$ cat src/rtl/selfprog_pkg.sv
package selfprog_pkg;

  typedef enum logic [2:0] {
    CMD_NONE  = 3'd0,
    CMD_ERASE = 3'd1,
    CMD_WRITE = 3'd2,
    CMD_LOAD  = 3'd3,
    CMD_REEN  = 3'd4
  } sp_cmd_e;

  localparam int CSR_W    = 8;
  localparam int IE_BIT   = 7;
  localparam int BUSY_BIT = 6;
  localparam int FIELD_W  = 6;

  // Command field decode over bits[6:0]
  function automatic sp_cmd_e decode_cmd(input logic [6:0] f);
    case (f)
      7'b0000011: decode_cmd = CMD_ERASE;
      7'b0000101: decode_cmd = CMD_WRITE;
      7'b0000001: decode_cmd = CMD_LOAD;
      7'b0010001: decode_cmd = CMD_REEN;
      default:    decode_cmd = CMD_NONE;
    endcase
  endfunction

  // Read-back code for an armed or running command
  function automatic logic [FIELD_W-1:0] cmd_field(input sp_cmd_e c);
    case (c)
      CMD_ERASE: cmd_field = 6'b000011;
      CMD_WRITE: cmd_field = 6'b000101;
      CMD_LOAD:  cmd_field = 6'b000001;
      CMD_REEN:  cmd_field = 6'b010001;
      default:   cmd_field = 6'b000000;
    endcase
  endfunction

endpackage

$ cat src/rtl/sp_arm_window.sv
module sp_arm_window
  import selfprog_pkg::*;
#(
  parameter int WIN = 4
) (
  input  logic    clk,
  input  logic    rst,
  input  logic    wr_ok,
  input  sp_cmd_e wr_cmd,
  input  logic    prog_stb,
  output logic    armed,
  output sp_cmd_e arm_cmd,
  output logic    fire
);

  localparam int CW = (WIN > 1) ? $clog2(WIN) : 1;

  logic          rearm;
  logic [CW-1:0] win_cnt;

  assign rearm = wr_ok && (wr_cmd != CMD_NONE);
  assign fire  = armed && prog_stb && !rearm;

  always_ff @(posedge clk) begin
    if (rst) begin
      armed   <= 1'b0;
      arm_cmd <= CMD_NONE;
      win_cnt <= '0;
    end else if (rearm) begin
      armed   <= 1'b1;
      arm_cmd <= wr_cmd;
      win_cnt <= '0;
    end else if (armed) begin
      if (prog_stb || (win_cnt == CW'(WIN - 1))) begin
        armed   <= 1'b0;
        arm_cmd <= CMD_NONE;
        win_cnt <= '0;
      end else begin
        win_cnt <= win_cnt + 1'b1;
      end
    end
  end

  // an accepted strobe consumes the arm
  assert_fire_disarms_R2: assert property (@(posedge clk) disable iff (rst)
    fire |=> !armed);

  // an armed command always names a real action
  assert_armed_has_cmd_R2: assert property (@(posedge clk) disable iff (rst)
    armed |-> (arm_cmd != CMD_NONE));

endmodule

$ cat src/rtl/sp_op_timer.sv
module sp_op_timer #(
  parameter int OP_CYCLES = 20
) (
  input  logic clk,
  input  logic rst,
  input  logic start,
  input  logic start_nrww,
  input  logic start_write,
  output logic active,
  output logic nrww,
  output logic is_write,
  output logic done
);

  localparam int TW = (OP_CYCLES > 1) ? $clog2(OP_CYCLES) : 1;

  logic [TW-1:0] tmr;

  assign done = active && (tmr == '0);

  always_ff @(posedge clk) begin
    if (rst) begin
      active   <= 1'b0;
      nrww     <= 1'b0;
      is_write <= 1'b0;
      tmr      <= '0;
    end else if (start) begin
      active   <= 1'b1;
      nrww     <= start_nrww;
      is_write <= start_write;
      tmr      <= TW'(OP_CYCLES - 1);
    end else if (done) begin
      active   <= 1'b0;
      nrww     <= 1'b0;
      is_write <= 1'b0;
    end else if (active) begin
      tmr <= tmr - 1'b1;
    end
  end

  // a start always produces an active operation
  assert_start_active_R6: assert property (@(posedge clk) disable iff (rst)
    start |=> active);

  // completion ends the operation
  assert_done_ends_R6: assert property (@(posedge clk) disable iff (rst)
    (done && !start) |=> !active);

endmodule

$ cat src/rtl/selfprog_ctrl.sv
module selfprog_ctrl
  import selfprog_pkg::*;
#(
  parameter int PAGE_W    = 7,
  parameter int WORD_W    = 7,
  parameter int DATA_W    = 16,
  parameter int OP_CYCLES = 20,
  parameter int ARM_WIN   = 4
) (
  input  logic              clk,
  input  logic              rst,
  input  logic              cfg_we,
  input  logic [CSR_W-1:0]  cfg_wdata,
  output logic [CSR_W-1:0]  csr_rdata,
  input  logic              prog_stb,
  input  logic [PAGE_W-1:0] addr_page,
  input  logic [WORD_W-1:0] addr_word,
  input  logic [DATA_W-1:0] prog_data,
  input  logic              region_nrww,
  output logic              fl_erase_go,
  output logic              fl_write_go,
  output logic [PAGE_W-1:0] fl_page,
  output logic              buf_load,
  output logic [WORD_W-1:0] buf_word,
  output logic [DATA_W-1:0] buf_data,
  output logic              buf_clear,
  output logic              cpu_halt,
  output logic              rww_rd_block,
  output logic              irq
);

  logic    wr_ok;
  sp_cmd_e wr_cmd;
  logic    armed;
  sp_cmd_e arm_cmd;
  logic    fire;
  logic    op_start;
  logic    op_active;
  logic    op_nrww;
  logic    op_is_write;
  logic    op_done;

  logic    ie_q;
  logic    rww_busy_q;
  logic    erase_go_q;
  logic    write_go_q;
  logic    load_q;
  logic    clear_q;
  logic [PAGE_W-1:0] page_q;
  logic [WORD_W-1:0] word_q;
  logic [DATA_W-1:0] data_q;
  logic [FIELD_W-1:0] field_rd;

  // Writes are only taken while no erase/write is running
  assign wr_ok    = cfg_we && !op_active;
  assign wr_cmd   = decode_cmd(cfg_wdata[6:0]);
  assign op_start = fire && ((arm_cmd == CMD_ERASE) || (arm_cmd == CMD_WRITE));

  sp_arm_window #(.WIN(ARM_WIN)) arm_i (
    .clk      (clk),
    .rst      (rst),
    .wr_ok    (wr_ok),
    .wr_cmd   (wr_cmd),
    .prog_stb (prog_stb),
    .armed    (armed),
    .arm_cmd  (arm_cmd),
    .fire     (fire)
  );

  sp_op_timer #(.OP_CYCLES(OP_CYCLES)) tmr_i (
    .clk         (clk),
    .rst         (rst),
    .start       (op_start),
    .start_nrww  (region_nrww),
    .start_write (arm_cmd == CMD_WRITE),
    .active      (op_active),
    .nrww        (op_nrww),
    .is_write    (op_is_write),
    .done        (op_done)
  );

  // Interrupt enable
  always_ff @(posedge clk) begin
    if (rst)        ie_q <= 1'b0;
    else if (wr_ok) ie_q <= cfg_wdata[IE_BIT];
  end

  // Sticky busy flag for the read-while-write region
  always_ff @(posedge clk) begin
    if (rst)                                rww_busy_q <= 1'b0;
    else if (op_start && !region_nrww)      rww_busy_q <= 1'b1;
    else if (fire && (arm_cmd == CMD_REEN)) rww_busy_q <= 1'b0;
  end

  // Launch pulses and latched operands
  always_ff @(posedge clk) begin
    if (rst) begin
      erase_go_q <= 1'b0;
      write_go_q <= 1'b0;
      load_q     <= 1'b0;
      clear_q    <= 1'b0;
      page_q     <= '0;
      word_q     <= '0;
      data_q     <= '0;
    end else begin
      erase_go_q <= fire && (arm_cmd == CMD_ERASE);
      write_go_q <= fire && (arm_cmd == CMD_WRITE);
      load_q     <= fire && (arm_cmd == CMD_LOAD);
      clear_q    <= (op_done && op_is_write) || (fire && (arm_cmd == CMD_REEN));
      if (op_start) page_q <= addr_page;
      if (fire && (arm_cmd == CMD_LOAD)) begin
        word_q <= addr_word;
        data_q <= prog_data;
      end
    end
  end

  always_comb begin
    if (armed)          field_rd = cmd_field(arm_cmd);
    else if (op_active) field_rd = op_is_write ? cmd_field(CMD_WRITE) : cmd_field(CMD_ERASE);
    else                field_rd = '0;
  end

  assign csr_rdata    = {ie_q, rww_busy_q, field_rd};
  assign fl_erase_go  = erase_go_q;
  assign fl_write_go  = write_go_q;
  assign fl_page      = page_q;
  assign buf_load     = load_q;
  assign buf_word     = word_q;
  assign buf_data     = data_q;
  assign buf_clear    = clear_q;
  assign cpu_halt     = op_active && op_nrww;
  assign rww_rd_block = op_active && !op_nrww;
  assign irq          = ie_q && !armed && !op_active;

  // arming and running never overlap
  assert_no_overlap_R10: assert property (@(posedge clk) disable iff (rst)
    !(armed && op_active));

  // the two stall styles are exclusive
  assert_halt_xor_block_R5: assert property (@(posedge clk) disable iff (rst)
    cpu_halt |-> !rww_rd_block);

  // blocked reads imply the busy flag is raised
  assert_block_busy_R7: assert property (@(posedge clk) disable iff (rst)
    rww_rd_block |-> rww_busy_q);

  // completion with interrupts enabled raises the request
  assert_done_irq_R8: assert property (@(posedge clk) disable iff (rst)
    ($fell(op_active) && ie_q) |-> irq);

  // at most one launch pulse at a time
  assert_one_launch_R4: assert property (@(posedge clk) disable iff (rst)
    $onehot0({erase_go_q, write_go_q, load_q}));

  // an array launch coincides with a running operation
  assert_go_active_R4: assert property (@(posedge clk) disable iff (rst)
    (erase_go_q || write_go_q) |-> op_active);

endmodule

$ cat config.mk
export PLATFORM = sky130hd
export DESIGN_NAME = selfprog_ctrl
export DESIGN_NICKNAME = d
export VERILOG_FILES = /design/src/rtl/selfprog_pkg.sv /design/src/rtl/sp_arm_window.sv /design/src/rtl/sp_op_timer.sv /design/src/rtl/selfprog_ctrl.sv
export SDC_FILE = /design/constraint.sdc
export NUM_CORES = 1
export LEC_CHECK = 0
export BUFFER_PORTS_ARGS = -buffer_cell sky130_fd_sc_hd__buf_2
export CAP_MARGIN = 20
export CORE_ASPECT_RATIO = 0.8
export CORE_UTILIZATION = 48
export DETAILED_ROUTE_END_ITERATION = 8
export GPL_ROUTABILITY_DRIVEN = 0
export PLACE_DENSITY_LB_ADDON = 0.15
export SKIP_CTS_REPAIR_TIMING = 1
export SLEW_MARGIN = 20
export SYNTH_ARGS = -nofsm -noshare
export SYNTH_HDL_FRONTEND = slang
export SYNTH_SLANG_ARGS = --single-unit
$ cat constraint.sdc
create_clock -name clk -period 2.35 [get_ports clk]
set_clock_uncertainty 0.1 [all_clocks]
set_input_delay 0 -clock clk [delete_from_list [all_inputs] [get_ports clk]]
set_output_delay 0 -clock clk [all_outputs]
set_load 0.01 [all_outputs]
==> results of run 1 <==
-- power groups by stage --
stage	clock network [mW]	logic, mW	registers, mW
floorplan	0	0.0477	0.869
global placement	0	0.0877	0.869
detailed placement	0	0.0888	0.869
CTS	0.615	0.0893	0.849
global route	0.653	0.150	0.850
finish	0.597	0.136	0.849
-- through the flow --
step / setup WS [ps] / cells / util / power (mW) / hold WS (ps)
after floorplan: 447.1 / 250 / - / 0.9163 / 4.279
after global placement: 401.6 / 376 / 0.6164 / 0.9569 / 144.9
after detailed placement: 369.7 / 376 / 0.6164 / 0.9580 / 149.2
after CTS: 351.0 / 384 / 0.6420 / 1.553 / -172.6
after global routing: 267.0 / 419 / 0.7233 / 1.653 / 32.56
final: 349.4 / 419 / 0.7233 / 1.582 / -19.64
-- final cells by class --
type / count / area [um^2] / share of cell area
multi-input cells: 174 / 1097 / 0.3521
well taps: 57 / 71.32 / 0.02288
repair buffers: 123 / 810.8 / 0.2601
inverters: 7 / 26.28 / 0.008430
flip-flops and latches: 50 / 1001 / 0.3212
clock inverters: 2 / 37.54 / 0.01204
clock buffers: 6 / 72.57 / 0.02328
-- per-layer routing --
metal | global-route usage | wire length (um) | share of wire
met1 | 0.2360 | 2382 | 0.46
met2 | 0.3147 | 2463 | 0.48
met3 | 0.06131 | 244 | 0.047
met4 | 0.07870 | 70 | 0.014
met5 | 0 | 0 | 0
-- cells by family (layout without fill, tap and decap cells) --
logic type      after synthesis  after routing
simple gates                109            109
buf+inv                      26            138
xor+xnor                      5              5
compound gates               24             24
flops                        50             50
other cells                   1              2
fa+ha+maj                     3              3
mux                          31             31
-- cells in the final DEF, fill, tap and decap left out, drive strengths merged, types with 2 or more instances in the layout --
cell type / Yosys / layout
a21oi: 13 / 13
and2: 2 / 2
and3: 2 / 2
buf: 7 / 88
clkbuf: 12 / 6
conb: 1 / 2
dfxtp: 50 / 50
dlygate4sd3: 0 / 35
ha: 2 / 2
inv: 6 / 6
mux2i: 30 / 30
nand2: 66 / 66
nand2b: 2 / 2
nand3: 6 / 6
nor2: 10 / 10
nor3: 8 / 8
nor4: 3 / 3
o21ai: 2 / 2
o41ai: 3 / 3
or4b: 2 / 2
xnor2: 2 / 2
xor2: 3 / 3
-- flip-flops by register name (all words and copies together), names as in the netlist, 2 cells and up --
register and count:
buf_data 16, buf_word 7, fl_page 7, tmr_i.tmr 5
arm_i.arm_cmd 3, arm_i.win_cnt 2
-- critical path, cell delays in order (launching register included) --
cell and delay (ps):
dfxtp_1 320, inv_1 80, ha_1 180, or4b_2 630
nand2_1 160, mux2_2 340, a21oi_1 130
-- worst paths after layout --
kind	startpoint	end	slack, ps	cells after the start
max	tmr_i.tmr[0]	tmr_i.tmr[1]	350	6
min	cfg_wdata[2]	arm_i.arm_cmd[0]	-20	4
max reg2reg	tmr_i.tmr[0]	tmr_i.tmr[1]	350	6
min reg2reg	buf_word[6]	buf_word[6]	350	2
==> impl_metrics.toml, run 1 <==
[outcome]
run_status = "finished with violations"
violations = "negative hold slack"

[global_routing]
grt_usage = 0.1935
grt_pass1_wl_mm = 7.617
antenna_found_initial = 0
gr-total-overflow = 0
grt_pass1_vias = 1773
grt_max_degree = 59

[cts]
tritoncts = "built"
cts_made_buffers = 5
clk_path_buf_depth = 2
clkTransAtPathRegs_ps = 90
htree_levels = 2
insertion_delay_ps = 300
clock-sinks = 50
clockRootBuffer = "clkbuf_8"

[synthesis]
muxShareOfSynthArea = 0.1401
ys_types = 43
async_flop_share = 0
synth_top_family_by_area = "simple AND/OR/NAND/NOR gates"
yosys.area_share.simple = 0.2290
synth_ff_type = "dfxtp_1"
ys_seq_elements = 50
yosysTopAreaCell = "dfxtp_1"
netlist_area_mm2 = 0.002223
yosysMostFrequentCell = "nand2_1"
synth-seq-area-share = 0.4502
yosys_warnings = 0
synthCells = 249
avgSynthCellArea_um2 = 8.929
synth.top_cell.area_share = 0.4502
synth_edf_count = 0
synth_adder_area_share = 0.01576
synth_xor_xnor_area_share = 0.01970
netlist_top_cells_area = "dfxtp_1, mux2i_1, nand2_1"
synth_compound_area_frac = 0.08272
yosys-top-cells-count = "nand2_1, dfxtp_1, mux2i_1"

[power_and_ir_drop]
p_int_mw = 1.243
p_switching_mw = 0.3396
max-vdd-ir-drop_mv = 0.2970
swShare = 0.2146
seqPwrFrac = 0.537
p_leak_nw = 1.352
p_comb_frac = 0.086
p_clk_frac = 0.377
pwr_density_cell_mw_per_mm2 = 507.7

[critical_path]
arrival_ps = 2140
cp.required_ps = 2490
crit_type = "reg -> reg"
critPathMaxFanout = 3
end_kind = "register"
start_kind = "register"

[routing]
via_per_inst = 4.945
first_pass_iters = 6
wire_per_inst_um = 12.31
antenna_left = 0
drt_wl_total_mm = 5.159
num_vias = 2072
drc = 0
drt_iter0_drc = 78

[floorplanning]
rows = 21
core-area_mm2 = 0.004309
start_util = 0.5160
chipWidth_um = 78.09
ios = 88
dieArea_mm2 = 0.004910
die_h_um = 62.88

[place]
placed_cell_area_mm2 = 0.002656
dp_hpwl_mm = 3.279
port_buffers = 85

[timing]
worst-slew-pin-transition_ps = 530.5
setup-violations-final = 0
rsz0062_at_grt = "false"
report.final.slew_viol_count = 0
min_period_ps = 2001
final_hold_viol_count = 1
post-route-period-util = 0.8513
hold_ws_ps = -19.64
clock.fmax_mhz = 499.9
relSlewSlack = 0.6463
fin_tns_setup_ps = 0

[cells_and_area]
stdcell_area_mm2 = 0.003117
diodes = 0
drive_gt1_frac = 0.2873
nets = 406
fillers = 350
areaGrowthSynthToFinish_pct = 40.18

[worst_hold_path]
worstHoldPathType = "in -> reg"

[job]
max-cap-violations = 0
No activity file was read; power rests on OpenSTA's default activity.
==> run 2, diff against run 1 <==
Settings changed: CTS_BUF_LIST from default to sky130_fd_sc_hd__clkbuf_4 sky130_fd_sc_hd__clkbuf_8 sky130_fd_sc_hd__clkbuf_16.
==> run 2 against run 1 <==
Net effect: the flow still finishes with violations (negative hold slack); critical path depth did not move; count of clock-buffer cells in the layout is the same; design area up 0.12%; sequential power is essentially flat; combinational power hardly changed; routed wire length hardly changed; clock power rose by 2%; global-route usage unchanged; hold slack unchanged; via count is the same; die area stayed put; first-iteration DRC count unchanged; largest cell class unchanged; highest routed layer unchanged.
==> impl_metrics.toml, run 2 (synthesized netlist as in run 1, its figures left out) <==
[timing]
relSlewSlack = 0.6463
hold_ws_ps = -19.64
min_period_ps = 2001
setup-violations-final = 0
rsz0062_at_grt = "false"
clock.fmax_mhz = 499.8
post-route-period-util = 0.8513
report.final.slew_viol_count = 0
worst-slew-pin-transition_ps = 530.5
fin_tns_setup_ps = 0
final_hold_viol_count = 1

[routing]
drt_iter0_drc = 78
via_per_inst = 4.945
drt_wl_total_mm = 5.160
antenna_left = 0
num_vias = 2072
first_pass_iters = 6
drc = 0
wire_per_inst_um = 12.32

[cts]
tritoncts = "built"
clkTransAtPathRegs_ps = 90
clock-sinks = 50
clockRootBuffer = "clkbuf_8"
insertion_delay_ps = 300
htree_levels = 2
cts_made_buffers = 5
clk_path_buf_depth = 2

[critical_path]
worstPathCellList = "inv_1 > ha_1 > or4b_2 > nand2_1 > mux2_2 > a21oi_1"
end_kind = "register"
timing.reg2reg.setup_slack_ps = 350
critical-path-max-stage-delay_ps = 630
arrival_ps = 2140
slowest_stage = "or4b_2"
critPathMaxFanout = 3
start_kind = "register"
cp.required_ps = 2490
crit_type = "reg -> reg"

[cells_and_area]
largest_reg_flops = 16
stdcell_area_mm2 = 0.003120
drive_gt1_frac = 0.2901
fillers = 351
diodes = 0
layout_commonest_cell = "buf_2"
areaGrowthSynthToFinish_pct = 40.35
layout_common_cells = "buf_2, nand2_1, dfxtp_1"
nets = 406

[worst_hold_path]
worstHoldPathType = "in -> reg"

[floorplanning]
dieArea_mm2 = 0.004910
start_util = 0.5160
core-area_mm2 = 0.004309
chipWidth_um = 78.09
die_h_um = 62.88
ios = 88
rows = 21

[global_routing]
grt_max_degree = 59
grt_pass1_vias = 1773
gr-total-overflow = 0
grt_usage = 0.1935
antenna_found_initial = 0
grt_pass1_wl_mm = 7.617

[place]
port_buffers = 85
dp_hpwl_mm = 3.279
placed_cell_area_mm2 = 0.002656

[power_and_ir_drop]
max-vdd-ir-drop_mv = 0.2973
pwr_density_cell_mw_per_mm2 = 510.8
p_leak_nw = 1.356

[outcome]
run_status = "finished with violations"
violations = "negative hold slack"

[job]
max-cap-violations = 0
## run 2: changes by cell type in the layout (fill, tap and decap cells not counted)
cell and change:
clkbuf_1 -1, clkbuf_4 +1
## run 2: area by class of cell
type	count	area, um^2	share of cell area
clock buffer	6	76.32	0.02446
clock inverter	2	37.54	0.01203
inverter	7	26.28	0.008420
multi-input combinational	174	1097	0.3516
sequential	50	1001	0.3208
tap	57	71.32	0.02285
timing repair buffer	123	810.8	0.2598
## run 2: final timing paths
check / from / to / depth (start not counted)
max: tmr_i.tmr[0] / tmr_i.tmr[1] / 6
min: cfg_wdata[2] / arm_i.arm_cmd[0] / 4
max reg2reg: tmr_i.tmr[0] / tmr_i.tmr[1] / 6
min reg2reg: buf_word[6] / buf_word[6] / 2
## run 2: report_power, final
group	internal, mW	switching (mW)
clock	0.329	0.279
sequential	0.848	0.00145
combinational	0.0771	0.0591
## run 2: layer usage
layer	up-vias	global-route usage	part of all wire
li1	1065	-	-
met5	-	0	0
met2	51	0.3147	0.48
met1	947	0.2360	0.46
met3	9	0.06131	0.047
met4	0	0.07870	0.014
## run 2: worst max-delay path: cells and delay by family (launching register included)
family / cells / cell delay (ps)
muxes: 1 / 340
and+or+nand+nor: 2 / 790
DFF: 1 / 320
buffers and inverters: 1 / 80
adders and majority gates: 1 / 180
AOI/OAI and AO/OA: 1 / 130
## run 2: per-stage QoR
stage / worst slack [ps] / total power, mW / hold WS (ps) / utilization / instances
after global placement: 401.6 / 0.9569 / 144.9 / 0.6164 / 376
after CTS: 350.9 / 1.565 / -172.8 / 0.6429 / 384
after detailed placement: 369.7 / 0.9580 / 149.2 / 0.6164 / 376
after floorplan: 447.1 / 0.9163 / 4.279 / - / 250
final: 349.4 / 1.594 / -19.64 / 0.7242 / 419
after global routing: 267.0 / 1.665 / 32.56 / 0.7242 / 419
==> run 3, diff against run 2 <==
Settings changed: SYNTH_HIERARCHICAL from default to 1.
==> run 3 against run 2 <==
Net effect: the flow now finishes without violations; sequential cell count stayed put; utilization is 1.1 points higher; design area is 0.28% higher; total power is 0.38% lower; sequential share of layout area is 0.090 points lower; maximum frequency is 5.1% lower.
==> impl_metrics.toml, run 3 <==
[cts]
clock-sinks = 50
clkTransAtPathRegs_ps = 90
cts_made_buffers = 5
clk_path_buf_depth = 2
clockRootBuffer = "clkbuf_8"
tritoncts = "built"
insertion_delay_ps = 300
htree_levels = 2

[place]
dp_hpwl_mm = 3.444
pre_cts_slack_ps = 183.5
port_buffers = 85

[synthesis]
synth.top_cell.area_share = 0.4616
synth_edf_count = 0
yosys_warnings = 6
synthCells = 249
yosysTopAreaCell = "dfxtp_1"
synth_ff_type = "dfxtp_1"
ys_types = 44
yosysMostFrequentCell = "nand2_1"
netlist_top_cells_area = "dfxtp_1, nand2_1, a21oi_1"
avgSynthCellArea_um2 = 8.708
yosys-top-cells-count = "nand2_1, dfxtp_1, a21oi_1"
netlist_area_mm2 = 0.002168
async_flop_share = 0
synth-seq-area-share = 0.4616
ys_seq_elements = 50

[floorplanning]
chipWidth_um = 77.15
dieArea_mm2 = 0.004792
core-area_mm2 = 0.004257
ios = 88
start_util = 0.5094
die_h_um = 62.12
rows = 21

[routing]
drt_wl_total_mm = 5.564
highest_layer = "met4"
num_vias = 2137
first_pass_iters = 4
wire_per_inst_um = 12.94
wl_met3_um = 408
drc = 0
drt_iter0_drc = 155
via_per_inst = 4.970
dr_wl_met2_mm = 2.613
met1_length_mm = 2.447
antenna_left = 0

[timing]
hold_ws_ps = 60.37
rsz0062_at_grt = "false"
min_period_ps = 2109
worst_slack_ps = 241.1
report.final.slew_viol_count = 0
final_hold_viol_count = 0
fin_tns_setup_ps = 0
worst-slew-pin-transition_ps = 700.0
clock.fmax_mhz = 474.2
setup-violations-final = 0
relSlewSlack = 0.5321
post-route-period-util = 0.8974

[critical_path]
worstPathCellList = "nor2b_1 > o31a_1 > nor2_1 > nor3b_2 > inv_1 > and4_4 > a2111oi_4"
start_kind = "register"
critical-path-max-stage-delay_ps = 480
arrival_ps = 2220
crit_path_start = "tmr_i/active"
crit_type = "reg -> reg"
r2r-start = "tmr_i/active"
slowest_stage = "nor3b_2"
critPathMaxFanout = 7
end_kind = "register"
cp.required_ps = 2460

[power_and_ir_drop]
p_leak_nw = 1.358
max-vdd-ir-drop_mv = 0.3617
pwr_density_cell_mw_per_mm2 = 507.5
p_total_mw = 1.588

[cells_and_area]
nets = 417
drive_gt1_frac = 0.3003
layout_commonest_cell = "buf_2"
largest_reg_flops = 16
diodes = 0
areaGrowthSynthToFinish_pct = 44.32
layout_common_cells = "buf_2, nand2_1, dfxtp_1"

[job]
max-cap-violations = 0

[worst_hold_path]
worstHoldPathType = "in -> reg"
hp-start = "rst"

[global_routing]
gr-total-overflow = 0
grt_max_degree = 28
antenna_found_initial = 0
grt_usage = 0.2100
grt_pass1_vias = 1881
grt_pass1_wl_mm = 8.079

[outcome]
run_status = "finished clean"
[run 3: cell types whose count changed after synthesis, sizes merged, moves of 3 or more]
cell	before	now
a21oi	13	28
buf	7	14
clkbuf	12	2
mux2i	30	8
nand2	66	73
nand2b	2	6
nand3	6	2
nor3	8	4
nor3b	1	5
nor4	3	0
o21a	0	3
o41ai	3	0
xor2	3	0
[run 3: path summary, 6_finish.rpt]
path / cells after the start / end / slack [ps]
max: 7 / tmr_i/tmr[1] / 240
min: 2 / buf_load / 60
max reg2reg: 7 / tmr_i/tmr[1] / 240
min reg2reg: 2 / buf_data[13] / 360
[run 3: cell type report]
cell class,count,area (um^2)
Clock buffer,6,76.32
Clock inverter,2,37.54
Fill cell,329,1127
Inverter,6,22.52
Multi-Input combinational cell,178,1035
Sequential cell,50,1001
Tap cell,57,71.32
Timing Repair Buffer,131,885.9
[run 3: kinds of logic (layout without fill, tap and decap cells)]
kind of cell | count (synthesis) | in the layout | synth area share
compound gates | 48 | 48 | 0.1460
fa+ha+maj | 2 | 2 | 0.01154
other cells | 1 | 2 | 0.001729
flops | 50 | 50 | 0.4616
xor+xnor | 2 | 2 | 0.008080
buf+inv | 22 | 145 | 0.06290
simple gates | 115 | 115 | 0.2660
mux | 9 | 9 | 0.04212
[run 3: worst max-delay path, delay by kind of cell, from the launching register on]
family                 cells  cell delay [ps]
AO/OA/AOI/OAI              2              370
flip-flops                 1              350
buffers and inverters      1              120
AND/OR/NAND/NOR            4             1070
[run 3: metrics by stage]
step           cells    util  area [um^2]
3_3_place_gp     386  0.6238         2655
5_1_grt          430  0.7352         3129
6_report         430  0.7352         3129
2_1_floorplan    250       -         2172
3_5_place_dp     386  0.6238         2655
4_1_cts          394  0.6505         2769
[run 3: where the power goes]
part	switching (mW)	total (mW)	internal, mW
Clock	0.287	0.616	0.329
Sequential	0.00146	0.850	0.848
Combinational	0.0486	0.123	0.0740
[run 3: metal layers]
layer  GRT usage  vias up
met5           0        -
met4     0.08491        0
met3     0.06471       10
met2      0.3363       78
met1      0.2626      965
li1            -     1084
